==> config.mk <==
export PLATFORM = sky130hd
export DESIGN_NAME = uart_irq_ctl
export DESIGN_NICKNAME = d
export VERILOG_FILES = /design/src/rtl/uart_irq_ctl.sv
export SDC_FILE = /design/constraint.sdc
export NUM_CORES = 1
export LEC_CHECK = 0
export BUFFER_PORTS_ARGS = -buffer_cell sky130_fd_sc_hd__buf_2
export CORE_UTILIZATION = 23
export CTS_CLUSTER_SIZE = 12
export DETAILED_ROUTE_END_ITERATION = 6
export GPL_ROUTABILITY_DRIVEN = 0
export PLACE_DENSITY_LB_ADDON = 0.2
export SYNTH_ARGS = -nofsm -noshare
export SYNTH_HDL_FRONTEND = slang
export SYNTH_SLANG_ARGS = --single-unit
export TNS_END_PERCENT = 5
==> constraint.sdc <==
create_clock -name clk -period 1.7 [get_ports clk]
set_input_delay 0.085 -clock clk [delete_from_list [all_inputs] [get_ports clk]]
set_output_delay 0.085 -clock clk [all_outputs]
set_load 0.02 [all_outputs]
==> src/rtl/uart_irq_ctl.sv <==
module uart_irq_ctl #(
  parameter int LVL_W = 4
) (
  input  logic             clk,
  input  logic             rst_n,
  input  logic             reg_wr,
  input  logic [1:0]       reg_addr,
  input  logic [31:0]      reg_wdata,
  output logic [31:0]      reg_rdata,
  input  logic             fifo_en,
  input  logic             eot_mode,
  input  logic [LVL_W-1:0] tx_level,
  input  logic [LVL_W-1:0] tx_trig,
  input  logic [LVL_W-1:0] rx_level,
  input  logic [LVL_W-1:0] rx_trig,
  input  logic             tx_wr,
  input  logic             rx_rd,
  input  logic [3:0]       modem_in,
  input  logic             rx_tmo_ev,
  input  logic             frame_err_ev,
  input  logic             parity_err_ev,
  input  logic             break_err_ev,
  input  logic             overrun_ev,
  input  logic             tx_done_ev,
  input  logic             addr_match_ev,
  input  logic             rx_dma_done,
  input  logic             tx_dma_done,
  output logic             irq
);
  localparam logic [31:0] IMPL   = 32'h0003_1FFF;
  localparam logic [1:0]  A_MASK = 2'd0;
  localparam logic [1:0]  A_RAW  = 2'd1;
  localparam logic [1:0]  A_GATE = 2'd2;

  logic [31:0]      raw_q, mask_q, set_v, clr_v, raw_vis, gated;
  logic [3:0]       modem_q;
  logic [LVL_W-1:0] tx_lvl_q, rx_lvl_q, tx_th, rx_th;
  logic             primed_q;
  logic             tx_hi_now, tx_hi_old, rx_ok_now, rx_ok_old;
  logic             tx_set, tx_drop, rx_set, rx_drop;

  assign tx_th = fifo_en ? tx_trig : '0;
  assign rx_th = fifo_en ? rx_trig : LVL_W'(1);

  assign tx_hi_now = tx_level > tx_th;
  assign tx_hi_old = tx_lvl_q > tx_th;
  assign rx_ok_now = rx_level >= rx_th;
  assign rx_ok_old = rx_lvl_q >= rx_th;

  assign tx_set  = eot_mode ? tx_done_ev : (primed_q & tx_hi_old & ~tx_hi_now);
  assign tx_drop = ~eot_mode & (fifo_en ? (primed_q & ~tx_hi_old & tx_hi_now) : tx_wr);
  assign rx_set  = primed_q & ~rx_ok_old & rx_ok_now;
  assign rx_drop = fifo_en ? (primed_q & rx_ok_old & ~rx_ok_now) : rx_rd;

  always_comb begin
    set_v      = '0;
    set_v[3:0] = primed_q ? (modem_in ^ modem_q) : 4'b0;
    set_v[4]   = rx_set;
    set_v[5]   = tx_set;
    set_v[6]   = rx_tmo_ev & mask_q[6];
    set_v[7]   = frame_err_ev;
    set_v[8]   = parity_err_ev;
    set_v[9]   = break_err_ev;
    set_v[10]  = overrun_ev;
    set_v[11]  = tx_done_ev;
    set_v[12]  = addr_match_ev;
    set_v[16]  = rx_dma_done;
    set_v[17]  = tx_dma_done;
  end

  always_comb begin
    clr_v    = (reg_wr && reg_addr == 2'd3) ? reg_wdata : '0;
    clr_v[4] = clr_v[4] | rx_drop;
    clr_v[5] = clr_v[5] | tx_drop;
  end

  always_ff @(posedge clk) begin
    if (!rst_n) begin
      raw_q    <= '0;
      mask_q   <= '0;
      modem_q  <= '0;
      tx_lvl_q <= '0;
      rx_lvl_q <= '0;
      primed_q <= 1'b0;
    end else begin
      raw_q    <= ((raw_q & ~clr_v) | set_v) & IMPL;
      if (reg_wr && reg_addr == A_MASK) mask_q <= reg_wdata & IMPL;
      modem_q  <= modem_in;
      tx_lvl_q <= tx_level;
      rx_lvl_q <= rx_level;
      primed_q <= 1'b1;
    end
  end

  assign raw_vis = {raw_q[31:7], raw_q[6] & mask_q[6], raw_q[5:0]};
  assign gated   = raw_vis & mask_q;
  assign irq     = |gated;

  always_comb begin
    case (reg_addr)
      A_MASK:  reg_rdata = mask_q;
      A_RAW:   reg_rdata = raw_vis;
      A_GATE:  reg_rdata = gated;
      default: reg_rdata = '0;
    endcase
  end
endmodule

==> reports/summary.md <==
## Status
- **result of the run** finished, final reports clean

## Global routing
- **largest net degree at the start of global routing** 44
- **met1 demand-to-capacity share in global routing** 15.91%
- **global-route wire length before repair** 10.63 mm
- **total track usage** 12.39%
- **via count of the first global-routing pass** 2143
- **met3 usage in global routing** 3.070%
- **initial antenna violation count** 0
- **fraction of met2 tracks used by global routing** 20.67%
- **layer with the highest usage** met2
- **overflow left after global routing** 0

## STA
- **worst-case clock skew** 1.743 ps
- **final sum of negative setup slack** 0 ps
- **final number of setup-violating endpoints** 0
- **fin crit period** 1630 ps
- **Achievable Freq** 613.4 MHz
- **Final period util** 95.89%
- **total count of max-transition violations in the final report** 0
- **worst slew margin relative to its limit** 55.24%
- **hold violation count in the final report** 0
- **actual slew at the worst max-slew pin** 671.4 ps
- **RSZ-0062 raised after global routing** yes

## Yosys
- **synth warn** 0
- **adder and majority cell fraction of the synthesized area** 8.333%
- **mapped cell area** 2402 um2
- **Post-Synth XOR/XNOR Area** 1.458%
- **compound-cell area share of the yosys netlist** 20.99%
- **fraction of the yosys area taken by sequential cells** 35.83%
- **dominant register cell in the synthesized netlist** sky130_fd_sc_hd__dfxtp_1
- **count of mapped cells out of synthesis** 285
- **FF+latch count, synth** 43
- **syn avg cell area** 8.429 um2
- **proportion of synthesized area in mux cells** 0%
- **largest family of logic cells by synthesized area** simple AND/OR/NAND/NOR gates
- **count of flip-flops with a built-in enable after synthesis** 0
- **Synth Area in Simple Gates** 24.38%
- **async set-or-reset flop fraction in the synthesized netlist** 0%
- **synth unique cells** 32

## Clock network
- **Worst-Skew Late Latency** 300 ps
- **Inserted Clock Buffers** 5
- **sink count of the clock tree** 43
- **CTS tree** done
- **root cell of the clock tree** sky130_fd_sc_hd__clkbuf_8
- **post-CTS clock slew at the launch and capture registers of the worst setup and hold paths** 90 ps
- **htree depth** 2
- **Max Root-Sink Buffers** 2

## Power and ir drop
- **proportion of power drawn by flip-flops and latches** 48.6%
- **leakage power summed over all cells** 1.345 nW
- **proportion of total power due to net switching** 29.43%
- **Logic pwr share** 20.2%
- **total net switching power** 0.0006706 W
- **cell-internal power** 0.001608 W
- **Clk network pwr share** 31.2%
- **Worst VDD drop** 0.0002936 V
- **P per Cell Area** 749.4 nW/um2

## Detailed routing
- **violation count after the first detailed-routing iteration** 89
- **DRT antenna net count** 0
- **Final Routed Wirelength** 6.376 mm
- **DRC Markers** 0
- **number of detailed-routing iterations run before antenna repair** 4
- **detailed-route vias per instance** 4.301
- **total vias in the final route** 2129
- **final routed wire length divided by cell count** 12.88 um

## Floorplanning
- **chip width** 104.2 um
- **io pins** 103
- **std cell rows** 36
- **area of the core** 9955 um2
- **vertical die dimension** 104.2 um
- **starting utilization of the core area** 24.13%
- **area of the die** 10860 um2

## Hold path
- **Worst Hold Endpoint** raw_q[10]
- **Hold Startpoint** overrun_ev
- **Cells on Worst Hold Path** 3
- **Hold WC Path Type** primary input to flip-flop

## Placed design
- **DP HPWL** 4.841 mm
- **number of buffers added on ports** 68
- **Placed Cells incl. Taps** 482

## Cells and area
- **non-filler cells, final** 495
- **layout cells sized above 1** 25.41%
- **total inserted antenna cells** 0
- **area growth from synthesis to layout** 26.56%
- **final-stage net count** 447

## Worst setup path
- **Crit path arrival time** 1550 ps
- **setup slack, reg-to-reg** 100 ps
- **CP Buf/Inv Count** 1
- **worst reg2reg startpoint** rx_lvl_q[0]
- **end of the worst register-to-register path** raw_q[4]
- **library cell contributing the largest single delay on the critical path** sky130_fd_sc_hd__a222oi_1
- **delay of the slowest cell on the worst path** 390 ps
- **CP Launch Type** flip-flop
- **largest driver fanout on the critical path** 2
- **sequence of cells on the critical path** a222oi_1 -> and3_1 -> nand4_1 -> buf_6
- **category of the most critical setup path** flip-flop to output port
- **required time of the worst setup path** 1620 ps
- **endpoint kind of the worst setup timing path** output port
- **path depth of the worst reg2reg path** 7
- **Worst path top cell family by delay** compound AO/OA/AOI/OAI gates

## Run
- **MaxCap Viol Count** 0

worst register-to-register path, delay by kind of cell (launching register included):
kind | cells | cell delay [ps]
AO/OA/AOI/OAI | 3 | 690
adder cells (fa/ha/maj) | 1 | 280
buffers and inverters | 1 | 40
flip-flops | 1 | 320
AND/OR/NAND/NOR | 2 | 240
logic make-up after synthesis:
group | count (synthesis)
and+or+nand+nor | 117
AOI/OAI and AO/OA | 67
DFF | 43
buffers and inverters | 37
adders and majority gates | 16
xor gates and xnor gates | 4
other | 1
cell type report:
| class | count | area (um2) |
|---|---|---|
| Timing Repair Buffer | 83 | 469.2 |
| Clock inverter | 1 | 8.758 |
| Sequential cell | 43 | 863.3 |
| Inverter | 7 | 26.28 |
| Multi-Input combinational cell | 221 | 1420 |
| Fill cell | 1101 | 6914 |
| Tap cell | 133 | 166.4 |
| Clock buffer | 7 | 86.33 |
registers in the layout, summed over array words and instances (netlist names):
name / flops
rx_lvl_q: 4
primed_q: 1
modem_q: 4
raw_q: 15
tx_lvl_q: 4
mask_q: 15
synthesized netlist by cell type (3+ instances only):
library cell,number,area (um2)
sky130_fd_sc_hd__a21boi_0,15,112.6
sky130_fd_sc_hd__a21oi_1,12,60.06
sky130_fd_sc_hd__a22oi_1,9,67.56
sky130_fd_sc_hd__a32o_1,14,140.1
sky130_fd_sc_hd__and2_1,14,87.58
sky130_fd_sc_hd__buf_2,5,25.02
sky130_fd_sc_hd__buf_4,18,135.1
sky130_fd_sc_hd__clkbuf_1,7,26.28
sky130_fd_sc_hd__dfxtp_1,43,860.8
sky130_fd_sc_hd__ha_1,16,200.2
sky130_fd_sc_hd__inv_1,7,26.28
sky130_fd_sc_hd__nand2_1,54,202.7
sky130_fd_sc_hd__nand2b_1,15,93.84
sky130_fd_sc_hd__nand4_1,3,18.77
sky130_fd_sc_hd__nor2_1,5,18.77
sky130_fd_sc_hd__nor2b_1,15,93.84
sky130_fd_sc_hd__o21ai_0,6,30.03
sky130_fd_sc_hd__or2b_1,5,37.54
sky130_fd_sc_hd__xor2_1,4,35.03
layout by cell type, fill, tap and decap left out, types with 7 or more instances in the layout:
master                      n
sky130_fd_sc_hd__a21boi_0  15
sky130_fd_sc_hd__and2_1    14
sky130_fd_sc_hd__ha_1      16
sky130_fd_sc_hd__nand2_1   54
sky130_fd_sc_hd__buf_2     67
sky130_fd_sc_hd__dfxtp_1   41
sky130_fd_sc_hd__a22oi_1    9
sky130_fd_sc_hd__conb_1    17
sky130_fd_sc_hd__nor2b_1   15
sky130_fd_sc_hd__buf_4     11
sky130_fd_sc_hd__a21oi_1   12
sky130_fd_sc_hd__inv_1      7
sky130_fd_sc_hd__a32o_1    14
sky130_fd_sc_hd__nand2b_1  14
through the flow:
| step | area (um2) | power [W] | setup WS [ps] | util, % | hold slack, ps |
|---|---|---|---|---|---|
| 2_1_floorplan | 2462 | 0.001422 | 128.5 | - | 112.7 |
| 3_3_place_gp | 2858 | 0.001559 | 20.92 | 28.71 | 303.1 |
| 3_5_place_dp | 2858 | 0.001564 | 12.89 | 28.71 | 311.4 |
| 4_1_cts | 2999 | 0.002291 | 22.91 | 30.13 | 1.089 |
| 5_1_grt | 3040 | 0.002420 | -16.17 | 30.54 | 7.704 |
| 6_report | 3040 | 0.002279 | 69.82 | 30.54 | 5.090 |
power groups by stage:
stage                     clock (W)  sequential (W)  combinational [W]
after floorplan                   0         0.00112           0.000306
after global placement            0         0.00113           0.000429
after detailed placement          0         0.00113           0.000433
after CTS                  0.000737         0.00111           0.000447
after global routing       0.000778         0.00112           0.000524
final                      0.000710         0.00111           0.000461
per-layer routing:
layer	wire length (um)	up-vias
met5	0	-
li1	-	1105
met1	3055	963
met2	2985	57
met4	48	0
met3	286	4
worst max-delay path by stage:
stage / from / endpoint / slack (ps) / cells past startpoint
after global placement: fifo_en / raw_q[4] / 20 / 8
final: mask_q[17] / irq / 70 / 4
after detailed placement: fifo_en / raw_q[4] / 10 / 8
after floorplan: rx_lvl_q[0] / raw_q[4] / 130 / 7
after CTS: raw_q[17] / irq / 20 / 4
after global routing: mask_q[17] / irq / -20 / 4
timing repair:
action,CTS,global route
setup endpoints to repair,1,3
hold buffers,4,0
endpoints found under the hold margin,4,0
resized for setup,2,9
pin swaps,0,2
buffers inserted,0,1
No activity file was read; power rests on OpenSTA's default activity.
